[src/rtl/tevt_pkg.sv]
package tevt_pkg;

    localparam int TEMP_W = 13;
    localparam int REG_W  = 16;
    localparam int HYST_W = 8;

    typedef logic signed [TEMP_W-1:0] temp_t;

    typedef struct packed {
        logic [4:0] rsvd;
        logic [1:0] hyst;
        logic       shdn;
        logic       crit_lock;
        logic       alm_lock;
        logic       clr;
        logic       sts;
        logic       ena;
        logic       crit_only;
        logic       pol;
        logic       irq_mode;
    } cfg_t;

    typedef struct packed {
        logic crit;
        logic high;
        logic low;
    } trip_t;

    typedef enum logic [1:0] {
        CMP_CRIT = 2'd0,
        CMP_HIGH = 2'd1,
        CMP_LOW  = 2'd2
    } cmp_kind_e;

    typedef enum logic [2:0] {
        RA_CFG  = 3'd0,
        RA_HIGH = 3'd1,
        RA_LOW  = 3'd2,
        RA_CRIT = 3'd3,
        RA_TEMP = 3'd4
    } reg_addr_e;

    function automatic logic [HYST_W-1:0] hyst_steps(input logic [1:0] sel);
        case (sel)
            2'b01:   return HYST_W'(24);
            2'b10:   return HYST_W'(48);
            2'b11:   return HYST_W'(96);
            default: return '0;
        endcase
    endfunction

    function automatic cfg_t cfg_merge(input cfg_t cur, input cfg_t wr);
        cfg_t nxt;
        logic locked;
        nxt       = cur;
        locked    = cur.crit_lock | cur.alm_lock;
        nxt.crit_lock = cur.crit_lock | wr.crit_lock;
        nxt.alm_lock  = cur.alm_lock  | wr.alm_lock;
        if (!locked) begin
            nxt.irq_mode = wr.irq_mode;
            nxt.pol      = wr.pol;
            nxt.ena      = wr.ena;
            nxt.hyst     = wr.hyst;
            nxt.shdn     = wr.shdn;
        end else begin
            nxt.shdn     = cur.shdn & wr.shdn;
        end
        if (cur.alm_lock)
            nxt.crit_only = cur.crit_only & wr.crit_only;
        else
            nxt.crit_only = wr.crit_only;
        nxt.rsvd = '0;
        nxt.clr  = 1'b0;
        nxt.sts  = 1'b0;
        return nxt;
    endfunction

endpackage

[src/rtl/tevt_cfg_regs.sv]
module tevt_cfg_regs
    import tevt_pkg::*;
#(
    parameter int ADDR_W = 3
) (
    input  logic              clk,
    input  logic              rst,
    input  logic              bus_wr,
    input  logic [ADDR_W-1:0] bus_addr,
    input  logic [REG_W-1:0]  bus_wdata,
    output cfg_t              cfg_q,
    output temp_t             lim_high,
    output temp_t             lim_low,
    output temp_t             lim_crit,
    output logic              clr_req
);
    localparam int LF_W = TEMP_W - 2;

    logic [LF_W-1:0] high_q, low_q, crit_q;
    cfg_t wr_cfg;
    logic sel_cfg, sel_high, sel_low, sel_crit;

    always_comb begin
        wr_cfg   = cfg_t'(bus_wdata);
        sel_cfg  = bus_wr && (bus_addr == ADDR_W'(RA_CFG));
        sel_high = bus_wr && (bus_addr == ADDR_W'(RA_HIGH));
        sel_low  = bus_wr && (bus_addr == ADDR_W'(RA_LOW));
        sel_crit = bus_wr && (bus_addr == ADDR_W'(RA_CRIT));
        clr_req  = sel_cfg && wr_cfg.clr;
    end

    always_ff @(posedge clk) begin
        if (rst) begin
            cfg_q  <= '0;
            high_q <= '0;
            low_q  <= '0;
            crit_q <= '0;
        end else begin
            if (sel_cfg)
                cfg_q <= cfg_merge(cfg_q, wr_cfg);
            if (sel_high && !cfg_q.alm_lock)
                high_q <= bus_wdata[TEMP_W-1:2];
            if (sel_low && !cfg_q.alm_lock)
                low_q <= bus_wdata[TEMP_W-1:2];
            if (sel_crit && !cfg_q.crit_lock)
                crit_q <= bus_wdata[TEMP_W-1:2];
        end
    end

    assign lim_high = temp_t'({high_q, 2'b00});
    assign lim_low  = temp_t'({low_q,  2'b00});
    assign lim_crit = temp_t'({crit_q, 2'b00});

    AST_LOCK_STICKY: assert property (@(posedge clk) disable iff (rst)
        (cfg_q.crit_lock || cfg_q.alm_lock) |=>
            (cfg_q.crit_lock >= $past(cfg_q.crit_lock)) && (cfg_q.alm_lock >= $past(cfg_q.alm_lock)));
    AST_ALARM_LIMITS_FROZEN: assert property (@(posedge clk) disable iff (rst)
        cfg_q.alm_lock |=> $stable(lim_high) && $stable(lim_low));
    AST_CRIT_LIMIT_FROZEN: assert property (@(posedge clk) disable iff (rst)
        cfg_q.crit_lock |=> $stable(lim_crit));

endmodule

[src/rtl/tevt_limit_cmp.sv]
module tevt_limit_cmp
    import tevt_pkg::*;
#(
    parameter cmp_kind_e KIND = CMP_HIGH
) (
    input  logic              clk,
    input  logic              rst,
    input  temp_t             temp,
    input  temp_t             limit,
    input  logic [HYST_W-1:0] hyst,
    output logic              flag
);
    localparam int EW = TEMP_W + 2;

    logic signed [EW-1:0] t_x, l_x, h_x;
    logic set_c, clr_c;

    always_comb begin
        t_x = EW'(temp);
        l_x = EW'(limit);
        h_x = $signed({{(EW-HYST_W){1'b0}}, hyst});
    end

    generate
        if (KIND == CMP_CRIT) begin : g_crit
            always_comb begin
                set_c = (t_x >= l_x);
                clr_c = (t_x < (l_x - h_x));
            end
        end else if (KIND == CMP_HIGH) begin : g_high
            always_comb begin
                set_c = (t_x > l_x);
                clr_c = (t_x <= (l_x - h_x));
            end
        end else begin : g_low
            always_comb begin
                set_c = (t_x < l_x);
                clr_c = (t_x >= (l_x + h_x));
            end
        end
    endgenerate

    always_ff @(posedge clk) begin
        if (rst)
            flag <= 1'b0;
        else
            flag <= set_c | (flag & ~clr_c);
    end

    AST_FLAG_STABLE_INPUTS: assert property (@(posedge clk) disable iff (rst)
        (flag && $stable(temp) && $stable(limit) && $stable(hyst)) |=> flag);

endmodule

[src/rtl/tevt_event_ctl.sv]
module tevt_event_ctl
    import tevt_pkg::*;
#(
    parameter bit SHDN_CLEARS = 1'b1
) (
    input  logic  clk,
    input  logic  rst,
    input  cfg_t  cfg,
    input  trip_t trip,
    input  logic  clr_req,
    output logic  evt_sts,
    output logic  evt_level
);
    logic alarm_prev, alarm_latch, shdn_prev;
    logic alarm_cond, alarm_rise, latch_next, sts_next, shdn_drop, asserted;

    generate
        if (SHDN_CLEARS) begin : g_shdn_clear
            assign shdn_drop = cfg.shdn & ~shdn_prev;
        end else begin : g_shdn_freeze
            assign shdn_drop = 1'b0;
        end
    endgenerate

    always_comb begin
        alarm_cond = trip.high | trip.low;
        alarm_rise = alarm_cond & ~alarm_prev;
        if (!cfg.irq_mode)
            latch_next = 1'b0;
        else if (alarm_rise)
            latch_next = 1'b1;
        else if (clr_req && !trip.crit && !cfg.shdn)
            latch_next = 1'b0;
        else
            latch_next = alarm_latch;

        if (cfg.shdn)
            sts_next = shdn_drop ? 1'b0 : evt_sts;
        else
            sts_next = trip.crit |
                       (~cfg.crit_only & (cfg.irq_mode ? latch_next : alarm_cond));
    end

    always_ff @(posedge clk) begin
        if (rst) begin
            alarm_prev  <= 1'b0;
            alarm_latch <= 1'b0;
            shdn_prev   <= 1'b0;
            evt_sts     <= 1'b0;
        end else begin
            alarm_prev  <= alarm_cond;
            alarm_latch <= latch_next;
            shdn_prev   <= cfg.shdn;
            evt_sts     <= sts_next;
        end
    end

    assign asserted  = evt_sts & cfg.ena;
    assign evt_level = cfg.pol ? asserted : ~asserted;

    AST_CRIT_FORCES_EVENT: assert property (@(posedge clk) disable iff (rst)
        (trip.crit && !cfg.shdn) |=> evt_sts);
    AST_CMP_MODE_QUIET: assert property (@(posedge clk) disable iff (rst)
        (!cfg.irq_mode && !cfg.shdn && !trip.crit && !trip.high && !trip.low) |=> !evt_sts);
    AST_DISABLED_LINE_IDLE: assert property (@(posedge clk) disable iff (rst)
        !cfg.ena |-> (evt_level == !cfg.pol));
    AST_SHDN_NO_RISE: assert property (@(posedge clk) disable iff (rst)
        (cfg.shdn && $past(cfg.shdn) && !evt_sts) |=> !evt_sts);

endmodule

[src/rtl/tevt_event_gen.sv]
module tevt_event_gen
    import tevt_pkg::*;
#(
    parameter int ADDR_W      = 3,
    parameter bit SHDN_CLEARS = 1'b1
) (
    input  logic              clk,
    input  logic              rst,
    input  logic              bus_wr,
    input  logic [ADDR_W-1:0] bus_addr,
    input  logic [15:0]       bus_wdata,
    output logic [15:0]       bus_rdata,
    input  logic              smp_valid,
    input  logic [12:0]       smp_temp,
    output logic              evt_level,
    output logic              evt_sts,
    output logic [2:0]        trip_flags
);
    localparam int NCMP = 3;

    cfg_t  cfg_q, cfg_rd;
    temp_t lim_high, lim_low, lim_crit, temp_q;
    logic  clr_req;
    trip_t trip;
    temp_t lims [NCMP];
    logic [NCMP-1:0] flags;
    logic [HYST_W-1:0] hyst_amt;

    tevt_cfg_regs #(.ADDR_W(ADDR_W)) u_regs (
        .clk       (clk),
        .rst       (rst),
        .bus_wr    (bus_wr),
        .bus_addr  (bus_addr),
        .bus_wdata (bus_wdata),
        .cfg_q     (cfg_q),
        .lim_high  (lim_high),
        .lim_low   (lim_low),
        .lim_crit  (lim_crit),
        .clr_req   (clr_req)
    );

    always_ff @(posedge clk) begin
        if (rst)
            temp_q <= '0;
        else if (smp_valid && !cfg_q.shdn)
            temp_q <= temp_t'(smp_temp);
    end

    assign hyst_amt = hyst_steps(cfg_q.hyst);
    assign lims[CMP_CRIT] = lim_crit;
    assign lims[CMP_HIGH] = lim_high;
    assign lims[CMP_LOW]  = lim_low;

    for (genvar g = 0; g < NCMP; g++) begin : g_cmp
        tevt_limit_cmp #(.KIND(cmp_kind_e'(g))) u_cmp (
            .clk   (clk),
            .rst   (rst),
            .temp  (temp_q),
            .limit (lims[g]),
            .hyst  (hyst_amt),
            .flag  (flags[g])
        );
    end

    assign trip = '{crit: flags[CMP_CRIT], high: flags[CMP_HIGH], low: flags[CMP_LOW]};

    tevt_event_ctl #(.SHDN_CLEARS(SHDN_CLEARS)) u_evt (
        .clk       (clk),
        .rst       (rst),
        .cfg       (cfg_q),
        .trip      (trip),
        .clr_req   (clr_req),
        .evt_sts   (evt_sts),
        .evt_level (evt_level)
    );

    always_comb begin
        cfg_rd     = cfg_q;
        cfg_rd.sts = evt_sts;
        case (bus_addr)
            ADDR_W'(RA_CFG):  bus_rdata = cfg_rd;
            ADDR_W'(RA_HIGH): bus_rdata = {{(REG_W-TEMP_W){1'b0}}, lim_high};
            ADDR_W'(RA_LOW):  bus_rdata = {{(REG_W-TEMP_W){1'b0}}, lim_low};
            ADDR_W'(RA_CRIT): bus_rdata = {{(REG_W-TEMP_W){1'b0}}, lim_crit};
            ADDR_W'(RA_TEMP): bus_rdata = {trip, temp_q};
            default:          bus_rdata = '0;
        endcase
    end

    assign trip_flags = trip;

    AST_SHDN_HOLDS_TEMP: assert property (@(posedge clk) disable iff (rst)
        cfg_q.shdn |=> $stable(temp_q));
    AST_RSVD_ZERO: assert property (@(posedge clk) disable iff (rst)
        (bus_addr == ADDR_W'(RA_CFG)) |-> (bus_rdata[15:11] == 5'd0) && !bus_rdata[5]);

endmodule

[config.mk]
export PLATFORM = sky130hd
export DESIGN_NAME = tevt_event_gen
export DESIGN_NICKNAME = d
export VERILOG_FILES = /design/src/rtl/tevt_pkg.sv /design/src/rtl/tevt_cfg_regs.sv /design/src/rtl/tevt_limit_cmp.sv /design/src/rtl/tevt_event_ctl.sv /design/src/rtl/tevt_event_gen.sv
export SDC_FILE = /design/constraint.sdc
export NUM_CORES = 1
export LEC_CHECK = 0
export ABC_AREA = 1
export BUFFER_PORTS_ARGS = -buffer_cell sky130_fd_sc_hd__buf_2
export CAP_MARGIN = 20
export CORE_UTILIZATION = 35
export CTS_CLUSTER_DIAMETER = 30
export CTS_CLUSTER_SIZE = 25
export DETAILED_ROUTE_END_ITERATION = 12
export GPL_TIMING_DRIVEN = 0
export PLACE_DENSITY = 0.52
export REMOVE_ABC_BUFFERS = 1
export SYNTH_ARGS = -nofsm -noshare
export SYNTH_HDL_FRONTEND = slang
export SYNTH_HIERARCHICAL = 1
export SYNTH_SLANG_ARGS = --single-unit
[constraint.sdc]
create_clock -name clk -period 6.2 [get_ports clk]
set_input_delay 0.31 -clock clk [delete_from_list [all_inputs] [get_ports clk]]
set_output_delay 0.31 -clock clk [all_outputs]
set_load 0.01 [all_outputs]
Word-level counts from Yosys, hierarchy flattened
Index checks and enable logic that the tools add are counted.
{"block": "totals", "reg_bits": 62, "elab_cells": 89, "inputBits": 36}
{"block": "classes", "magnitude_cmp": 6, "addsub": 3, "n_mux": 11, "n_reduce_logical": 17, "bitwise_logic": 25, "n_eq_ne": 8}
{"operator": "$pmux W16 S5", "count": 1}
{"operator": "$sub A13 B8 Y14", "count": 2}
{"operator": "$pmux W7 S3", "count": 1}
{"operator": "$add A13 B8 Y14", "count": 1}
{"operator": "$ge A13 B14 Y1", "count": 1}
{"operator": "$le A13 B14 Y1", "count": 1}
{"operator": "$lt A13 B14 Y1", "count": 1}
{"operator": "$ge A13 B13 Y1", "count": 1}
{"operator": "$gt A13 B13 Y1", "count": 1}
{"operator": "$lt A13 B13 Y1", "count": 1}
{"operator": "$logic_and A1 B1 Y1", "count": 11}
{"operator": "$and A1 B1 Y1", "count": 9}
{"operator": "$mux W1", "count": 9}
{"operator": "$not A1 Y1", "count": 8}
{"operator": "$or A1 B1 Y1", "count": 8}
{"operator": "$eq A3 B2 Y1 const B", "count": 2}
{"operator": "$eq A2 B2 Y1 const B", "count": 2}
{"operator": "$logic_not A1 Y1", "count": 4}
{"operator": "$eq A3 B1 Y1 const B", "count": 1}
{"operator": "$eq A3 B3 Y1 const B", "count": 1}
{"operator": "$logic_not A3 Y1", "count": 1}
{"operator": "$eq A2 B1 Y1 const B", "count": 1}
{"operator": "$ne A2 B1 Y1 const B", "count": 1}
{"operator": "$reduce_and A2 Y1", "count": 1}

Logic depth before layout (Yosys ltp)
{"block": "logic_depth", "word_depth": 12, "mapped_depth": 23, "depth_no_buf": 23}

Hierarchy
Netlist, hierarchy kept.
{"module": "tevt_cfg_regs", "cells_each": 274, "n_inst": 1, "area_each_um2": 1948.1}
{"module": "tevt_limit_cmp at g_cmp[1].u_cmp", "cells_each": 206, "n_inst": 1, "area_each_um2": 1271.2}
{"module": "tevt_event_gen", "cells_each": 214, "n_inst": 1, "area_each_um2": 1262.5}
{"module": "tevt_limit_cmp at g_cmp[0].u_cmp", "cells_each": 204, "n_inst": 1, "area_each_um2": 1228.7}
{"module": "tevt_limit_cmp at g_cmp[2].u_cmp", "cells_each": 191, "n_inst": 1, "area_each_um2": 1209.9}
{"module": "tevt_event_ctl", "cells_each": 23, "n_inst": 1, "area_each_um2": 171.4}

Least setup slack after synthesis
OpenSTA, ideal clock, no wires.
{"block": "synth_path", "path_kind": "reg2reg", "from": "register, netlist name u_regs/cfg_q[9]", "to": "register g_cmp[0].u_cmp.flag", "arrival_ns": 2.760, "synth_period_minus_slack_ns": 2.830, "setup_time_ns": 0.070, "setup_slack_ns": 3.370, "path_buffers": 0, "path_stages_with_launch": 21, "required_time_ns": 6.130, "cell_sequence": "dfxtp_1 > inv_1 > ha_1 > or2_2 > inv_1 > ha_1 > a21oi_1 > o21ai_1 > a21oi_2 > o21ai_2 > o21ai_0 > nand2_1 > ha_1 > nand2_1 > nor2_1 > nand2_1 > nor2_1 > nor2_1 > nand3_1 > nand3_1 > a21oi_1"}
{"block": "synth_between", "elab_chain_cells": 7, "word_cells_on_any_way": 9}
{"item": "$eq A2 B2 Y1 or $eq A2 B1 Y1 (tied branches)", "line_no": "tevt_pkg.sv:44", "text": "case (sel)"}
{"item": "$pmux W7 S3 *", "line_no": "tevt_pkg.sv:44"}
{"item": "net hyst_amt[5]", "line_no": "tevt_event_gen.sv:27", "text": "logic [HYST_W-1:0] hyst_amt;"}
{"item": "$sub A13 B8 Y14 *", "line_no": "tevt_limit_cmp.sv:28", "text": "clr_c = (t_x < (l_x - h_x));"}
{"item": "$lt A13 B14 Y1 *", "line_no": "tevt_limit_cmp.sv:28"}
{"item": "$not A1 Y1 *", "line_no": "tevt_limit_cmp.sv:47", "text": "flag <= set_c | (flag & ~clr_c);"}
{"item": "$and A1 B1 Y1 *", "line_no": "tevt_limit_cmp.sv:47"}
{"item": "$or A1 B1 Y1 *", "line_no": "tevt_limit_cmp.sv:47"}
{"item": "end signal, assigned", "line_no": "tevt_limit_cmp.sv:47"}
{"item": "end, declared", "line_no": "tevt_limit_cmp.sv:11", "text": "output logic flag"}
The timed path passes the listed nets; every way through them passes the cells marked *.
A chain may end at the register's enable or synchronous reset.

Final worst setup path
{"block": "layout_path", "from": "register, netlist name u_regs/cfg_q[10]", "to": "register g_cmp[0].u_cmp.flag"}
{"block": "layout_between", "elab_chain_cells": 7, "word_cells_on_any_way": 9}
{"item": "$eq A2 B2 Y1 or $eq A2 B1 Y1 (tied branches)", "line_no": "tevt_pkg.sv:44"}
{"item": "$pmux W7 S3 *", "line_no": "tevt_pkg.sv:44"}
{"item": "net hyst_amt[6]", "line_no": "tevt_event_gen.sv:27"}
{"item": "$sub A13 B8 Y14 *", "line_no": "tevt_limit_cmp.sv:28"}
{"item": "$lt A13 B14 Y1 *", "line_no": "tevt_limit_cmp.sv:28"}
{"item": "$not A1 Y1 *", "line_no": "tevt_limit_cmp.sv:47"}
{"item": "$and A1 B1 Y1 *", "line_no": "tevt_limit_cmp.sv:47"}
{"item": "$or A1 B1 Y1 *", "line_no": "tevt_limit_cmp.sv:47"}
Marked as above.

==> flow_summary_export.csv <==
group,metric,value,unit
cts,cts_setup_buffers,0,
pwr,power_leakage,4.08,nW
worst_setup_path,crit_path_end_kind,"flop",
grt,grt_pass1_vias,6108,
route,wire_per_inst,15.1,um
route,viasPerCell,4.78,
cts,cts_resized,0,
cts,cts_made_buffers,9,
pwr,peakVddDrop,149,uV
die,io_pins,57,
worst_setup_path,required,6.39,ns
die,start_util,0.360,
layout,layout-drive-gt1-share,0.109,
worst_setup_path,crit_family,"adder cells",
worst_setup_path,worst-path-max-fanout,5,
cts,worstSkewPairLatency,0.33,ns
die,die_w,144,um
timing,hold_viol_final,0,
grt,grt_max_degree,45,
timing,worst_slack,2.67,ns
cts,clock-sinks,62,
placement,placed_cells,1411,
cts,cts_htree_levels,3,
timing,slew_viol_final,0,
cts,ctsHoldBuffers,0,
pwr,power.total,0.00149,W
hold_path,hold_path_class,"primary input to flop",
route,dr.pass1.iters,5,
worst_setup_path,path_class,"flop to flop",
die,coreArea,19700,um2
timing,finalSetupViolCount,0,
layout,n_antenna_cell,0,
worst_setup_path,cp.arrival,3.72,ns
pwr,power_density,191,nW/um2
die,die_h,144,um
timing,tightest_slew,0.989,ns
die,die_area,20800,um2
timing,finalCriticalPeriod,3.53,ns
layout,nNetsFinal,1302,
worst_setup_path,cp_num_buf_inv,1,
timing,rsz0062_at_grt,"no",
route,ant_nets,0,
timing,finalCritPeriodShare,0.569,
worst_setup_path,cp-start-kind,"flop",
hold_path,hp-start,"bus_wdata[1]",
timing,relSlewSlack,0.339,
logic_synthesis,synth_warnings,6,
grt,grt_overflow,0,
job,drv_cap,0,
cts,root_buffer,"clkbuf_16",
cts,clk_pin_slew,0.06,ns
logic_synthesis,syn_avg_cell_area,6.38,um2
route,vias,6820,
worst_setup_path,cpPeakStageDelay,0.46,ns
cts,clock_path_buffers,2,
worst_setup_path,crit_top_cell,"nand2_1",
placement,place_congestion,0.819,
layout,syn2layout_area_growth,10.0,%
timing,tns,0,ns
worst_setup_path,crit_path_start,"u_regs/cfg_q[10]",
worst_setup_path,crit_slowest_cell,"dfxtp_1",
logic_synthesis,netlist_area,7080,um2
grt,grt_pass1_wl,33.7,mm
cts,cts_tree,"yes",
placement,dp_hpwl,16.2,mm
timing,skew,0.0101,ns
worst_setup_path,path_cells,"ha_1 -> or2_2 -> inv_1 -> ha_1 -> a21oi_1 -> o21ai_1 -> a21oi_2 -> o21ai_2 -> o21ai_0 -> nand2_1 -> ha_1 -> nand2_1 -> nor2_1 -> nand2_1 -> nor2_1 -> nand2_1 -> nand2_1 -> nand2_1 -> nand3_1 -> a21oi_1",
layout,instances_no_fill,1427,
route,drc,0,
route,first_iter_violations,453,
grt,track_usage,0.217,
route,wl,21.6,mm
status,outcome,"complete, no violations",
layout,nFillCells,2243,
die,row_count,51,
placement,portBuffers,53,
logic_synthesis,synthCells,1111,
timing,max_freq,283,MHz
worst_setup_path,rr_startpoint,"u_regs/cfg_q[10]",
placement,place_ws,2.71,ns
grt,antenna_found_initial,0,
-- sequential cells by signal (all words and copies together) (netlist names) --
| register | count |
|---|---|
| temp_q | 13 |
| u_regs/crit_q | 11 |
| u_regs/high_q | 11 |
| u_regs/low_q | 11 |
| u_regs/cfg_q | 9 |
| g_cmp.u_cmp/flag | 3 |
| u_evt/alarm_latch | 1 |
| u_evt/alarm_prev | 1 |
| u_evt/evt_sts | 1 |
| u_evt/shdn_prev | 1 |
-- path summary, 6_finish.rpt --
path                         endpoint  slack [ns]  depth (start not counted)
hold reg to reg     u_evt/alarm_latch        0.47                          2
hold / removal        u_regs/cfg_q[1]        0.20                          3
setup reg to reg  g_cmp[0].u_cmp/flag        2.67                         20
setup / recovery  g_cmp[0].u_cmp/flag        2.67                         20
-- power by group --
group	leakage [nW]	switching (W)	internal, W	total (W)
Sequential	0.506	0.0000518	0.000420	0.000472
Clock	0.157	0.000204	0.000356	0.000560
Combinational	3.42	0.000284	0.000176	0.000460
-- worst min-delay path, delay by kind of cell --
family,cells,cell delay (ns)
buffers and inverters,1,0.08
and+or+nand+nor,2,0.11
-- through the flow --
| stage | util | area (um2) | hold slack [ns] |
|---|---|---|---|
| global route | 0.396 | 7790 | 0.212 |
| global placement | 0.378 | 7430 | 0.463 |
| detailed placement | 0.380 | 7470 | 0.468 |
| floorplan | - | 6830 | 0.372 |
| CTS | 0.396 | 7790 | 0.194 |
| finish | 0.396 | 7790 | 0.197 |
-- final cells by class --
| type | count | area (um2) | share of cell area |
|---|---|---|---|
| multi-input combinational | 868 | 4990 | 0.640 |
| sequential | 62 | 1240 | 0.159 |
| clock buffer | 10 | 229 | 0.0294 |
| tap | 265 | 332 | 0.0425 |
| timing repair buffer | 55 | 304 | 0.0390 |
| clock inverter | 6 | 95.1 | 0.0122 |
| inverter | 161 | 604 | 0.0776 |
-- placed cells by master, fill, tap and decap left out, types with 2 or more instances in the layout --
master     instances
fa_1               3
o21bai_1           2
clkbuf_16          9
dfxtp_1           62
inv_1            155
a21oi_1           79
nand4_2            2
nand4_1           14
inv_2              5
nor2_2            11
nand2_2            2
and3_1             2
nor2_4             7
clkinv_4           3
o21ai_2            3
o21ai_0            7
a21boi_0           2
nor3_2             3
a21oi_2            9
o21bai_2           2
ha_1             106
xnor2_1            4
nor2_1           114
xor2_1            26
buf_2             53
nand3_2           11
bufinv_16          2
o21ai_1            9
conb_1            27
or2_1              2
nand2_1          314
nor3_1             3
nand3_1           97
-- layer usage --
metal,part of all wire,track usage,vias up,wire (um)
li1,-,-,3595,-
met1,0.52,0.320,3068,11200
met5,0,0,-,0
met4,0.011,0.0410,0,246
met2,0.43,0.339,143,9330
met3,0.039,0.0255,14,833
Note: power is estimated with default switching activity, not from simulation.
